$ cat src/rtl/kwdt_pkg.sv
package kwdt_pkg;

  localparam logic [7:0] SVC_KEY   = 8'hAC;
  localparam logic [7:0] SVC_READ  = 8'h9A;
  localparam logic [2:0] MARK_BITS = 3'b011;

  typedef enum logic {
    SEL_CFG = 1'b0,
    SEL_SVC = 1'b1
  } reg_sel_e;

  typedef struct packed {
    logic [2:0] mark;
    logic       stop_sel;
    logic       slow_src;
    logic [2:0] span;
  } cfg_t;

  localparam cfg_t CFG_DEFAULT = '{mark: 3'b011, stop_sel: 1'b0, slow_src: 1'b0, span: 3'b111};

  // overflow period exponent for a given span
  function automatic int unsigned span_shift(input int unsigned base, input logic [2:0] span);
    return base + {29'd0, span};
  endfunction

endpackage

$ cat src/rtl/kwdt_regs.sv
module kwdt_regs
  import kwdt_pkg::*;
(
  input  logic       clk,
  input  logic       rst_n,
  input  logic       strap_locked,
  input  logic       blank,
  input  logic       soft_clr,
  input  logic       acc_valid,
  input  logic       acc_write,
  input  logic       acc_sel,
  input  logic       acc_bitop,
  input  logic [7:0] acc_wdata,
  output logic [7:0] acc_rdata,
  output cfg_t       cfg_o,
  output logic       key_clr_o,
  output logic       bad_acc_o
);

  cfg_t cfg_q, cfg_nxt;
  logic lock_q;
  logic wr_cfg, wr_svc, mark_ok, cfg_bad, svc_bad, cfg_take;

  assign wr_cfg  = acc_valid & acc_write & (acc_sel == SEL_CFG) & ~blank;
  assign wr_svc  = acc_valid & acc_write & (acc_sel == SEL_SVC) & ~blank;
  assign mark_ok = strap_locked | (acc_wdata[7:5] == MARK_BITS);

  assign cfg_bad   = wr_cfg & (acc_bitop | lock_q | ~mark_ok);
  assign svc_bad   = wr_svc & (acc_bitop | (acc_wdata != SVC_KEY));
  assign cfg_take  = wr_cfg & ~cfg_bad;
  assign key_clr_o = wr_svc & ~svc_bad;
  assign bad_acc_o = cfg_bad | svc_bad;

  always_comb begin
    cfg_nxt = cfg_t'(acc_wdata);
    if (strap_locked) begin
      cfg_nxt.mark     = MARK_BITS;
      cfg_nxt.stop_sel = 1'b0;
    end
  end

  always_ff @(posedge clk or negedge rst_n) begin
    if (!rst_n) begin
      cfg_q  <= CFG_DEFAULT;
      lock_q <= 1'b0;
    end else if (soft_clr) begin
      cfg_q  <= CFG_DEFAULT;
      lock_q <= 1'b0;
    end else if (cfg_take) begin
      cfg_q  <= cfg_nxt;
      lock_q <= 1'b1;
    end
  end

  assign acc_rdata = (acc_sel == SEL_SVC) ? SVC_READ : cfg_q;
  assign cfg_o     = cfg_q;

  // once locked, the stored byte cannot move except by a reset request
  a_r1_cfg_frozen: assert property (@(posedge clk) disable iff (!rst_n)
    lock_q && !soft_clr |=> $stable(cfg_q));

  // a single-bit write never changes the configuration
  a_r2_bitop_no_update: assert property (@(posedge clk) disable iff (!rst_n)
    acc_valid && acc_write && acc_bitop && !soft_clr |=> $stable(cfg_q));

  // locked mode always holds the fixed marker
  a_r6_mark_locked: assert property (@(posedge clk) disable iff (!rst_n)
    strap_locked |-> cfg_q.mark == MARK_BITS);

endmodule

$ cat src/rtl/kwdt_count.sv
module kwdt_count
  import kwdt_pkg::*;
#(
  parameter int unsigned MIN_EXP = 10,
  parameter int unsigned DIV_EXP = 3
) (
  input  logic       clk,
  input  logic       rst_n,
  input  logic       src_tick,
  input  logic       run_en,
  input  logic       slow_src,
  input  logic [2:0] span,
  input  logic       clr,
  output logic       ovf_o
);

  localparam int unsigned CW = MIN_EXP + 8;
  localparam int unsigned PW = (DIV_EXP > 0) ? DIV_EXP : 1;

  logic [CW-1:0] cnt_q, last_c;
  logic [PW-1:0] pre_q;
  logic          step_src, pre_wrap, step;

  assign step_src = src_tick & run_en;

  generate
    if (DIV_EXP == 0) begin : g_nodiv
      assign pre_wrap = step_src;
    end else begin : g_div
      assign pre_wrap = step_src & (pre_q == {PW{1'b1}});
    end
  endgenerate

  assign step   = slow_src ? pre_wrap : step_src;
  assign last_c = (CW'(1) << span_shift(MIN_EXP, span)) - CW'(1);
  assign ovf_o  = step & (cnt_q == last_c);

  always_ff @(posedge clk or negedge rst_n) begin
    if (!rst_n) begin
      cnt_q <= '0;
      pre_q <= '0;
    end else if (clr) begin
      cnt_q <= '0;
      pre_q <= '0;
    end else begin
      if (step_src) pre_q <= pre_q + PW'(1);
      if (step)     cnt_q <= ovf_o ? '0 : cnt_q + CW'(1);
    end
  end

  // with counting disabled the count is held
  a_r9_hold_idle: assert property (@(posedge clk) disable iff (!rst_n)
    !run_en && !clr |=> $stable(cnt_q));

  // a clear leaves the counter at zero
  a_r3_clear_zeroes: assert property (@(posedge clk) disable iff (!rst_n)
    clr |=> cnt_q == '0);

endmodule

$ cat src/rtl/kwdt_rstgen.sv
module kwdt_rstgen (
  input  logic clk,
  input  logic rst_n,
  input  logic src_run,
  input  logic evt,
  output logic fire_o,
  output logic blank_o,
  output logic rst_req_o
);

  logic pend_q, req_q;

  assign fire_o = (pend_q | evt) & src_run;

  always_ff @(posedge clk or negedge rst_n) begin
    if (!rst_n) begin
      pend_q <= 1'b0;
      req_q  <= 1'b0;
    end else begin
      req_q  <= fire_o;
      pend_q <= fire_o ? 1'b0 : (pend_q | evt);
    end
  end

  assign blank_o   = pend_q | req_q;
  assign rst_req_o = req_q;

  // no request follows a cycle with the source stopped
  a_r7_quiet_stopped: assert property (@(posedge clk) disable iff (!rst_n)
    !src_run |=> !rst_req_o);

  // a pending event survives while the source is stopped
  a_r7_pending_kept: assert property (@(posedge clk) disable iff (!rst_n)
    pend_q && !src_run |=> pend_q);

  // the request is a single-cycle pulse
  a_r11_single_pulse: assert property (@(posedge clk) disable iff (!rst_n)
    rst_req_o |=> !rst_req_o);

endmodule

$ cat src/rtl/keyed_wdt.sv
module keyed_wdt
  import kwdt_pkg::*;
#(
  parameter int unsigned MIN_EXP = 10,
  parameter int unsigned DIV_EXP = 3
) (
  input  logic       clk,
  input  logic       rst_n,
  input  logic       strap_locked,
  input  logic       src_run,
  input  logic       src_tick,
  input  logic       halt_in,
  input  logic       stop_in,
  input  logic       acc_valid,
  input  logic       acc_write,
  input  logic       acc_sel,
  input  logic       acc_bitop,
  input  logic [7:0] acc_wdata,
  output logic [7:0] acc_rdata,
  output logic       rst_req
);

  cfg_t cfg;
  logic key_clr, bad_acc, ovf, soft_clr, blank;
  logic stopped, paused, run_en, evt;

  assign stopped = cfg.stop_sel & ~strap_locked;
  assign paused  = ~strap_locked & (halt_in | stop_in);
  assign run_en  = src_run & ~stopped & ~paused;
  assign evt     = bad_acc | ovf;

  kwdt_regs u_regs (
    .clk          (clk),
    .rst_n        (rst_n),
    .strap_locked (strap_locked),
    .blank        (blank),
    .soft_clr     (soft_clr),
    .acc_valid    (acc_valid),
    .acc_write    (acc_write),
    .acc_sel      (acc_sel),
    .acc_bitop    (acc_bitop),
    .acc_wdata    (acc_wdata),
    .acc_rdata    (acc_rdata),
    .cfg_o        (cfg),
    .key_clr_o    (key_clr),
    .bad_acc_o    (bad_acc)
  );

  kwdt_count #(.MIN_EXP(MIN_EXP), .DIV_EXP(DIV_EXP)) u_count (
    .clk      (clk),
    .rst_n    (rst_n),
    .src_tick (src_tick),
    .run_en   (run_en),
    .slow_src (cfg.slow_src),
    .span     (cfg.span),
    .clr      (key_clr | soft_clr),
    .ovf_o    (ovf)
  );

  kwdt_rstgen u_rstgen (
    .clk       (clk),
    .rst_n     (rst_n),
    .src_run   (src_run),
    .evt       (evt),
    .fire_o    (soft_clr),
    .blank_o   (blank),
    .rst_req_o (rst_req)
  );

  // a stopped watchdog never overflows
  a_r10_no_ovf_stopped: assert property (@(posedge clk) disable iff (!rst_n)
    stopped |-> !ovf);

endmodule

$ cat config.mk
export PLATFORM = sky130hd
export DESIGN_NAME = keyed_wdt
export DESIGN_NICKNAME = d
export VERILOG_FILES = /design/src/rtl/kwdt_pkg.sv /design/src/rtl/kwdt_regs.sv /design/src/rtl/kwdt_count.sv /design/src/rtl/kwdt_rstgen.sv /design/src/rtl/keyed_wdt.sv
export SDC_FILE = /design/constraint.sdc
export NUM_CORES = 1
export LEC_CHECK = 0
export CORE_ASPECT_RATIO = 0.75
export CORE_MARGIN = 2
export CORE_UTILIZATION = 39
export CTS_CLUSTER_DIAMETER = 200
export DETAILED_ROUTE_END_ITERATION = 12
export PLACE_DENSITY = 0.57
export SLEW_MARGIN = 40
export SYNTH_ARGS = -nofsm -noshare
export SYNTH_HDL_FRONTEND = slang
export SYNTH_SLANG_ARGS = --single-unit
$ cat constraint.sdc
create_clock -name clk -period 3.35 [get_ports clk]
set_input_delay 1.005 -clock clk [delete_from_list [all_inputs] [get_ports clk]]
set_output_delay 1.005 -clock clk [all_outputs]
set_load 0.05 [all_outputs]
**Word level (Yosys, flattened, before mapping)**

Cells that the tools add are included.
Widths: inputs -> output; s select.

- Register bits: 32
- Latch bits: 0
- Memory bits (writable): 0
- Bits in read-only memories: 0
- Bits of input ports: 19
- Output and inout port bits: 9
- Logic and storage cells: 69
- Memories: 0

- Add/sub/neg operators: 4
- Multiply operators: 0
- Div/mod/pow operators: 0
- Magnitude comparators: 0
- Equal/unequal tests: 4
- Shift operators: 1
- Multiplexer cells: 13
- Bitwise logic cells: 35
- Reductions and logical operators: 3

Operators by type and width:

| kind | count |
|---|---|
| $mux 18 | 3 |
| $shl 1x32->18 const A | 1 |
| $mux 8 | 3 |
| $add 18x1->18 const B | 1 |
| $eq 18x18->1 | 1 |
| $sub 18x2->18 const B | 1 |
| $and 1x1->1 | 17 |
| $or 1x1->1 | 10 |
| $ne 8x8->1 const B | 1 |
| $not 1->1 | 8 |
| $mux 3 | 2 |
| $reduce_bool 2->1 | 3 |
| $add 4x3->5 const A | 1 |
| $mux 1 | 4 |
| $mux 4 | 1 |
| $add 3x1->3 const B | 1 |
| $eq 3x2->1 const B | 1 |
| $eq 3x3->1 const B | 1 |

**Depth between registers and ports, before layout**

Gate-level depths: netlist of the first run.

- Depth in word-level cells: 14
- Mapped depth: 10
- Mapped depth without buffers: 9

**Cells and area by module**

A second synthesis of the first run with hierarchy kept.

- Cell total of the unflattened synthesis: 210
- Area total of the unflattened synthesis: 2,039.5 µm²

By module, submodules not included:

| module | instances | cells an instance | area each (µm²) | seq. area each (µm²) |
|---|---|---|---|---|
| kwdt_count | 1 | 152 | 1,420.1 | 525.5 |
| kwdt_regs | 1 | 49 | 520.5 | 231.5 |
| kwdt_rstgen | 1 | 5 | 73.8 | 50.0 |
| keyed_wdt | 1 | 4 | 25.0 | 0.0 |

**Worst setup path before layout of the first run**

Ideal clock, no wire load.

- Kind: input-to-output
- From: input port acc_sel
- To: output port acc_rdata[0]
- Arrival time: 1.694 ns
- Data required time: 2.345 ns
- Slack: 0.651 ns
- Stages on the path: 1
- Path buffers: 0
- Path through: nor2b_1

- Word-level cells in the longest chain between the ends: 1

RTL lines:

| item | RTL line | source |
|---|---|---|
| start, declared | keyed_wdt.sv:16 | `input logic acc_sel,` |
| $mux 8 | kwdt_regs.sv:55 | `assign acc_rdata = (acc_sel == SEL_SVC) ? SVC_READ : cfg_q;` |
| end, declared | keyed_wdt.sv:19 | `output logic [7:0] acc_rdata,` |

No other way between the ends.

**Worst setup path in the final report of the first run**

- From: input port acc_sel
- To: output port acc_rdata[7]

The elaborated chain is that of the path after synthesis.

==> results list, run 1 <==
* Area enclosed by the die boundary: between 0.005 and 0.006 mm2
- Of the post-synthesis cell area, the dominant cell type holds 33.0%.
- The area growth from synthesis to layout is 25.3%.
- On the final layout, the worst clock skew is about 0.0036 ns.
* Number of top-level design ports: 28
* Met3 wire len: 175 um
* Number of standard-cell rows in the floorplan: 22
- Number of nets in the layout: between 200 and 300
- Ordered cell list for the critical path: clkdlybuf4s50_1, or2_2, buf_4
- Post-synth top area cell: sky130_fd_sc_hd__dfrtp_1
* Number of buffers inserted to repair setup after CTS: 0
- Final instance area: ~0.0026 mm2
* Worst Hold Class: flop to flop
- After the first detailed-routing iteration, the DRC count stood at 83.
- The largest single stage delay on the critical path is ~0.57 ns.
- Crit Reg-Reg Endpoint: u_regs.cfg_o[5]
- Max frequency: around 320 MHz
- Register bit total from synthesis: 32
- The tool flagged a number of max-cap violations equal to 0.
- HPWL Detailed: 3500 um
* I/O Buffers: 27
- Critical-path maximum fanout: 10
- The worst setup path is launched from an input port.
- In the synthesized netlist, the number of instances is 210.
- Sequential share of the synthesized area: between 30% and 40%
* Total clock sinks: 32
- Post-CTS resize count: 0
- Crit-path slowest cell: sky130_fd_sc_hd__clkdlybuf4s50_1
- Across every metal layer, demand over resource in global routing totals about 18%.
- Measured against its own limit, the worst slew margin works out to 58.0%.
* Clock latency on the worst-skew pair: about 0.28 ns
* Origin of the critical flop-to-flop path: u_regs.cfg_o[1]
- Cells on worst reg2reg path: 9
- For the pin with the worst max-slew slack, the measured transition is about 0.63 ns.
* Effective utilization at floorplan: between 40% and 50%
* Synthesized netlist net count: between 200 and 250
- The clock passes through at most 2 buffers.
* Wire length the detailed router placed on met1: approximately 2500 um
* Status: finished clean
- Yosys warning count: 0
* Clock root cell: sky130_fd_sc_hd__clkbuf_8
* Number of pins exceeding their max-slew limit in the final report: 0
- Total clock buffers created by CTS: 5
* Final setup vio count: 0
- Total leakage power: 1.08 nW
- Unrepaired setup endpoints after global routing: false
- Among all flip-flop cells after synthesis, the most frequent one is sky130_fd_sc_hd__dfrtp_1.
- The detailed router placed approximately 1600 vias in this run.
- Entering global routing, the biggest net connects 33 pins.
- Die Width: between 80 and 90 um
- Dividing the detail-routed wire length by the instance count gives 14.8 um.
* Number of cells traversed by the worst hold path: 2
- Worst vdd rail ir drop: 0.227 mV
- The H-tree was split into 2 levels.
- Number of hold-slack violations in the final timing report: 0
- Count of inserted antenna diode cells: 0
* Launch instance of the worst min-delay path: u_regs.lock_q
* Post-DRT Antenna Nets: 0
- After detailed routing, the total wire length is 4690 um.
- After global routing the overflow that remains totals 0.
- The routed design uses 1950 um of met2 wire.
* Weighted congestion reported at the end of routability-driven placement: slightly below 0.8
- The worst hold path terminates at u_regs.lock_q.
* Initial antenna violation count: 0
* Kind of end point of the critical path: primary output
- Die height: ~67 um
* Data required time at the worst endpoint: around 2.3 ns
* Buffers plus inverters on the worst setup path: 2
- The number of different library cells used by synthesis comes to 56.
- Via count of the first global-routing pass: between 1500 and 2000
- After detailed routing, the number of remaining DRC violations is 0.
- Avg Inst Size Synth: roughly 10 um2
- Dividing total power by cell area gives a power density of just over 400 mW/mm2.
- Delay-heaviest family, CP: buffers and inverters
- Post-Place Cell Area: approximately 0.0025 mm2
* Cells taking the most area after synthesis: sky130_fd_sc_hd__dfrtp_1, sky130_fd_sc_hd__dfstp_2, sky130_fd_sc_hd__nor2_1
- Netlist area before placement: between 0.002 and 0.0025 mm2
- The floorplan step defined a core boundary enclosing ~0.0050 mm2.
* Number of buffers added to fix hold violations after cts: 0
* Post-route minimum period: 3.13 ns
* DR top layer: met4
- Vias per inst: slightly above 5
- Async set-or-reset flop fraction in the synthesized netlist: 100%
* Sum of negative setup slack: 0 ns
- The first global-routing pass estimated roughly 8000 um of wire.
* TritonCTS clock tree: done
- Setup slack, reg-to-reg: approximately 0.42 ns
- Detailed Routing Iterations Pass 1: 4
- After layout, the worst path uses between 90% and 100% of the clock period.
* Fraction of final layout cells sized beyond drive strength 1: 19.7%
* Clock transition at the registers of the reported paths: approximately 0.060 ns
- Worst endpoint data arrival time: roughly 2.1 ns
* Number of flops mapped to enable cells by yosys: 0
* Critical Setup Path Class: input port to primary output
==> cells in the mapped netlist (3+ instances only) <==
cell type                  count
sky130_fd_sc_hd__buf_2         4
sky130_fd_sc_hd__xnor2_1      10
sky130_fd_sc_hd__or2_2         5
sky130_fd_sc_hd__xor2_1       11
sky130_fd_sc_hd__nor2_1       29
sky130_fd_sc_hd__inv_1         5
sky130_fd_sc_hd__nand2_1      19
sky130_fd_sc_hd__nor3_1        3
sky130_fd_sc_hd__mux2i_1       3
sky130_fd_sc_hd__nand3_1       7
sky130_fd_sc_hd__ha_1          8
sky130_fd_sc_hd__dfstp_2       5
sky130_fd_sc_hd__or3_1         3
sky130_fd_sc_hd__nor2b_1       4
sky130_fd_sc_hd__and3_1        3
sky130_fd_sc_hd__nand4_1       6
sky130_fd_sc_hd__dfrtp_1      27
sky130_fd_sc_hd__o211ai_1      4
sky130_fd_sc_hd__a21oi_1       4
==> area by class of cell <==
| cell class | count | area (um2) |
|---|---|---|
| inverters | 6 | 25.0 |
| fillers | 476 | 2410 |
| flip-flops and latches | 32 | 807 |
| repair buffers | 33 | 395 |
| clock inverters | 1 | 5.00 |
| clock buffers | 7 | 76.3 |
| well taps | 72 | 90.1 |
| multi-input cells | 165 | 1170 |
==> sequential cells by signal (all words and copies together), names as in the netlist <==
| register | count |
|---|---|
| u_regs.cfg_o | 8 |
| u_regs.lock_q | 1 |
| u_count.cnt_q | 18 |
| u_count.pre_q | 3 |
| u_rstgen.pend_q | 1 |
| u_rstgen.rst_req_o | 1 |
==> cell families (layout without fill, tap and decap cells) <==
family / count (synthesis) / after routing / synth area share, %
fa+ha+maj: 8 / 8 / 4.88
flops: 32 / 32 / 39.4
compound gates: 27 / 27 / 12.3
simple gates: 106 / 106 / 29.3
buf+inv: 13 / 47 / 3.66
mux: 3 / 3 / 1.47
xor+xnor: 21 / 21 / 8.97
==> metrics by stage <==
step                hold slack [ns]  setup WS, ns  cells  utilization, %  total power [W]
detailed placement            0.508        0.0431    308            49.9         0.000765
global route                  0.545         0.179    316            51.5          0.00110
CTS                           0.529         0.217    316            51.5          0.00105
global placement              0.512         0.233    308            49.9         0.000759
floorplan                     0.467         0.651    210               -         0.000659
finish                        0.526         0.220    316            51.5          0.00104
==> worst max-delay path by stage <==
stage,startpoint,to,cells after the start
floorplan,acc_sel,acc_rdata[0],1
global placement,acc_sel,acc_rdata[7],3
detailed placement,acc_sel,u_regs.cfg_o[5],7
CTS,acc_sel,acc_rdata[7],3
global route,acc_sel,acc_rdata[7],3
finish,acc_sel,acc_rdata[7],3
==> report_power, final <==
group | switching [W] | internal, W | total (W)
clock network | 0.000137 | 0.000146 | 0.000283
logic | 0.000157 | 0.000140 | 0.000297
registers | 0.0000344 | 0.000425 | 0.000460
total | 0.000329 | 0.000710 | 0.00104
==> layout by cell type (no fill, tap or decap), drive strengths merged, types with 6 or more instances in the layout <==
cell,instances
buf,14
clkbuf,7
clkdlybuf4s50,19
dfrtp,27
ha,8
inv,6
nand2,19
nand3,7
nand4,6
nor2,29
or2,6
or3,6
xnor2,10
xor2,11
==> worst reg2reg max path: stages (launching register included) <==
cell                      delay (ns)
sky130_fd_sc_hd__dfstp_2        0.67
sky130_fd_sc_hd__inv_1          0.12
sky130_fd_sc_hd__ha_1           0.44
sky130_fd_sc_hd__nor2b_4        0.18
sky130_fd_sc_hd__o211a_1        0.22
sky130_fd_sc_hd__or3_4          0.39
sky130_fd_sc_hd__and4_4         0.18
sky130_fd_sc_hd__o21ai_4        0.22
sky130_fd_sc_hd__inv_4          0.08
sky130_fd_sc_hd__or3_1          0.35
==> layer usage <==
layer,up-vias,track usage (%)
met5,-,0
met4,0,5.19
met3,5,3.97
met2,27,25.7
met1,794,26.6
li1,812,-
(Power assumes the default switching activity.)
==> run 2: changes to the inputs <==
--- a/config.mk
+++ b/config.mk
@@ -5,13 +5,16 @@
 export SDC_FILE = /design/constraint.sdc
 export NUM_CORES = 1
 export LEC_CHECK = 0
+export ABC_AREA = 0
 export CORE_ASPECT_RATIO = 0.75
 export CORE_MARGIN = 2
 export CORE_UTILIZATION = 39
 export CTS_CLUSTER_DIAMETER = 200
 export DETAILED_ROUTE_END_ITERATION = 12
 export PLACE_DENSITY = 0.57
+export REMOVE_ABC_BUFFERS = 1
 export SLEW_MARGIN = 40
 export SYNTH_ARGS = -nofsm -noshare
 export SYNTH_HDL_FRONTEND = slang
+export SYNTH_HIERARCHICAL = 1
 export SYNTH_SLANG_ARGS = --single-unit
==> results list, run 2 <==
- Cells on worst reg2reg path: 13 (+4)
- The placed standard-cell area is 0.00254 mm2 (+2.3%).
- The startpoint identified for the worst register-to-register timing path is u_regs/cfg_o[2].
* Die Width: 87.5 um (-0.23%)
- The post-CTS clock slew at the launch and capture registers of the worst setup and hold paths is 0.07 ns (about the same).
* Launch instance of the worst min-delay path: u_regs/lock_q
- Post-route minimum period: 3.17 ns (+0.0359 ns)
* Synth unique cells: 45 (-20%)
- Worst endpoint data arrival time: 2.16 ns (+0.04 ns)
- The final number of max-transition violations was 0 (unchanged).
- The total DRC errors in the routed layout was 0 (unchanged).
- I/O Buffers: 27 (unchanged)
- The top cell types in the final layout, fill and taps aside, are sky130_fd_sc_hd__dfrtp_1, sky130_fd_sc_hd__buf_4, sky130_fd_sc_hd__nor2_1, sky130_fd_sc_hd__nand2_1, sky130_fd_sc_hd__clkdlybuf4s50_1.
- Synth top area share: 33.1% (+0.16 points)
- The quantity of hold-fixing buffers added after cts came to 0 (unchanged).
* Sort of element at the start of the critical path: input port
- Post-synth top area cell: sky130_fd_sc_hd__dfrtp_1
- The share of total power in sequential cells was 44.3% (about the same).
- Layout fillers: 461 (-3.2%)
- The max-cap check violation count was 0 (unchanged).
- Sum of negative setup slack: 0 ns (unchanged)
- Worst setup startpoint: acc_sel
* Detailed Routing Iterations Pass 1: 5 (+1)
- End point of the most critical hold path: u_regs/lock_q
* Number of cells traversed by the worst hold path: 1 (-1)
* Count of vias placed by the detailed router: 1652 (+0.85%)
- Clock root cell: sky130_fd_sc_hd__clkbuf_8
* Pin count of the biggest net entering global routing: 33 (unchanged)
* Max frequency: 316 MHz (-1.1%)
- Avg Inst Size Synth: 9.71 um2 (-0.49%)
- Sorting the synthesized cells by area gives the leading types as sky130_fd_sc_hd__dfrtp_1, sky130_fd_sc_hd__dfstp_2, sky130_fd_sc_hd__xnor2_1.
- The wire length of the first global-routing pass was 7900 um (-0.69%).
* Logic pwr share: 29.2% (+0.6 points)
- Async set-or-reset flop fraction in the synthesized netlist: 100% (unchanged)
- Worst clock skew on the final layout: 0.00744 ns (+0.00381 ns)
* Area used by sequential logic in the layout: 807 um2 (unchanged)
* Total congestion overflow: 0 (unchanged)
* Worst slew pin tran: 0.563 ns (-0.0658 ns)
* Global routing usage summed across all routing layers: 17.5% (-0.36 points)
- The post-route standard cell area excluding fillers came to 0.00276 mm2 (+7.5%).
- TritonCTS clock tree: done
- Netlist area before placement: 0.00204 mm2 (-0.49%)
* Crit Reg-Reg Endpoint: u_count/cnt_q[1]
- u_count/cnt_q holds more flip-flops than any other register.
- Die height: 66.6 um (-0.23%)
* Total wire length after detailed routing: 4550 um (-2.9%)
- Via count of the first global-routing pass: 1660 (+2.0%)
- The critical path is of the input port to primary output type.
- Total clock buffers created by CTS: 5 (unchanged)
* Post-route worst hold slack: 0.519 ns (-0.00777 ns)
* Number of nets in the layout: 291 (+7.8%)
- The library cell used most frequently in the layout, excluding fill and tap cells, is sky130_fd_sc_hd__dfrtp_1.
- Worst vdd rail ir drop: 0.252 mV (+11%)
* Most common library cells after synthesis: sky130_fd_sc_hd__dfrtp_1, sky130_fd_sc_hd__nor2_1, sky130_fd_sc_hd__nand2_1
- Register bit total from synthesis: 32 (unchanged)
- The placeable core region came to 0.00495 mm2 (-0.55%).
* Part of the total power dissipated in the clock network: 26.5% (-0.7 points)
- Routed wire per std cell: 14.0 um (-5.3%)
- Number of top-level design ports: 28 (unchanged)
- The critical-path maximum fanout came to 5 (-5).
- The die area was 0.00583 mm2 (-0.47%).
- Worst Hold Class: flop to flop
* Switching part of the total: 30.8% (-0.85 points)
- Compared with the post-synthesis result, the final layout area differs by 35.3%.
- Number of flops mapped to enable cells by yosys: 0 (unchanged)
- The count of H-tree levels built during CTS was 2 (unchanged).
* Internal power component: 0.000713 W (+0.36%)
* Relative slew slack: 62.3% (+4.4 points)
- The antenna diode count was 0 (unchanged).
* Tot Pwr: 0.00103 W (-0.87%)
- The critical path required time was 2.34 ns (about the same).
- The count of endpoints failing hold in the final timing report is 0 (unchanged).
* Gate Count Post-Synth: 210 (unchanged)
- Effective utilization at floorplan: 41.2% (about the same)
* Area of the multi-input gates: 0.00126 mm2 (+7.9%)
* Status: finished clean
* Weighted congestion reported at the end of routability-driven placement: 0.770 (+0.30%)
* Kind of end point of the critical path: primary output
- The fraction of layout instances using a drive strength above 1 is 30.3% (+11 points).
- Most common flop cell mapped by yosys: sky130_fd_sc_hd__dfrtp_1
- The clock insertion delay at the later pin of the skew report came to 0.28 ns (about the same).
* Post-DRT Antenna Nets: 0 (unchanged)
- Ratio of total power to cell area: 373 mW/mm2 (-7.8%)
- The leakage power figure is 1.22 nW (+13%).
- HPWL Detailed: 3280 um (-6.4%)
- The post-detailed-route via-to-cell ratio was 5.10 (-1.6%).
- The post-synthesis sequential area ratio came to 39.6% (+0.19 points).
- Initial drt markers: 54 (-35%)
- Initial antenna violation count: 0 (unchanged)
- The total of endpoints with negative setup slack in the final report came to 0 (unchanged).
- The total net switching power was 0.000317 W (-3.5%).
- The largest buffer count on any clock path was 2 (unchanged).
- The flip-flop count of the largest register, all copies and words added is 18 (unchanged).
- Final Cycle Share: 94.5% (+1.1 points)
* Total clock sinks: 32 (unchanged)
- Setup slack, reg-to-reg: 0.21 ns (-0.21 ns)
* Yosys warning count: 6 (+6)
* Number of standard-cell rows in the floorplan: 22 (unchanged)
[run 2: what timing repair did]
action	4_1_cts	5_1_grt
setup endpoints to repair	18	22
hold endpoints to repair	0	0
setup buffers	1	1
pin swaps	1	8
cloned	1	0
resized for setup	6	22
[run 2: critical path, stage by stage]
cell and delay (ns):
sky130_fd_sc_hd__clkdlybuf4s50_1 0.49, sky130_fd_sc_hd__buf_4 0.19, sky130_fd_sc_hd__or2_2 0.28, sky130_fd_sc_hd__buf_4 0.19
[run 2: cell families (layout without fill, tap and decap cells)]
logic type	after synthesis	after routing	share of synthesized area, %
compound gates	17	17	8.47
xor+xnor	24	24	10.3
fa+ha+maj	8	8	4.91
buf+inv	11	65	2.76
flops	32	32	39.6
mux	6	6	2.94
simple gates	112	112	31.0
[run 2: layout make-up]
| type | instances | share of cell area (%) |
|---|---|---|
| timing repair buffer | 51 | 18.5 |
| clock inverter | 1 | 0.181 |
| sequential | 32 | 29.2 |
| clock buffer | 6 | 2.63 |
| tap | 60 | 2.72 |
| multi-input combinational | 167 | 45.7 |
| inverter | 7 | 1.04 |
[run 2: power groups by stage]
stage | combinational, W | clock (W) | sequential (W)
after CTS | 0.000291 | 0.000282 | 0.000455
after global placement | 0.000273 | 0 | 0.000460
final | 0.000301 | 0.000273 | 0.000457
after floorplan | 0.000163 | 0 | 0.000456
after detailed placement | 0.000279 | 0 | 0.000461
after global routing | 0.000333 | 0.000295 | 0.000461
[run 2: worst max-delay path by stage]
stage | end | cells past startpoint | slack [ns]
CTS | u_count/cnt_q[1] | 11 | 0.02
detailed placement | u_count/cnt_q[1] | 11 | -0.55
global placement | u_count/cnt_q[0] | 10 | -0.48
global route | u_count/cnt_q[1] | 14 | -0.02
finish | acc_rdata[7] | 4 | 0.18
floorplan | u_count/cnt_q[1] | 9 | -0.01
[run 2: per-stage QoR]
step	utilization (%)	setup WS [ns]	std cells
floorplan	-	-0.00980	206
global placement	51.2	-0.478	313
detailed placement	51.3	-0.546	314
CTS	53.8	0.0184	323
global route	55.7	-0.0218	324
finish	55.7	0.184	324
[run 2: layer usage]
layer / wire (um) / GRT usage (%) / part of all wire [%]
met1: 2390 / 25.4 / 53
met2: 2060 / 26.3 / 45
met3: 85 / 4.09 / 1.9
met4: 17 / 4.23 / 0.37
met5: 0 / 0 / 0
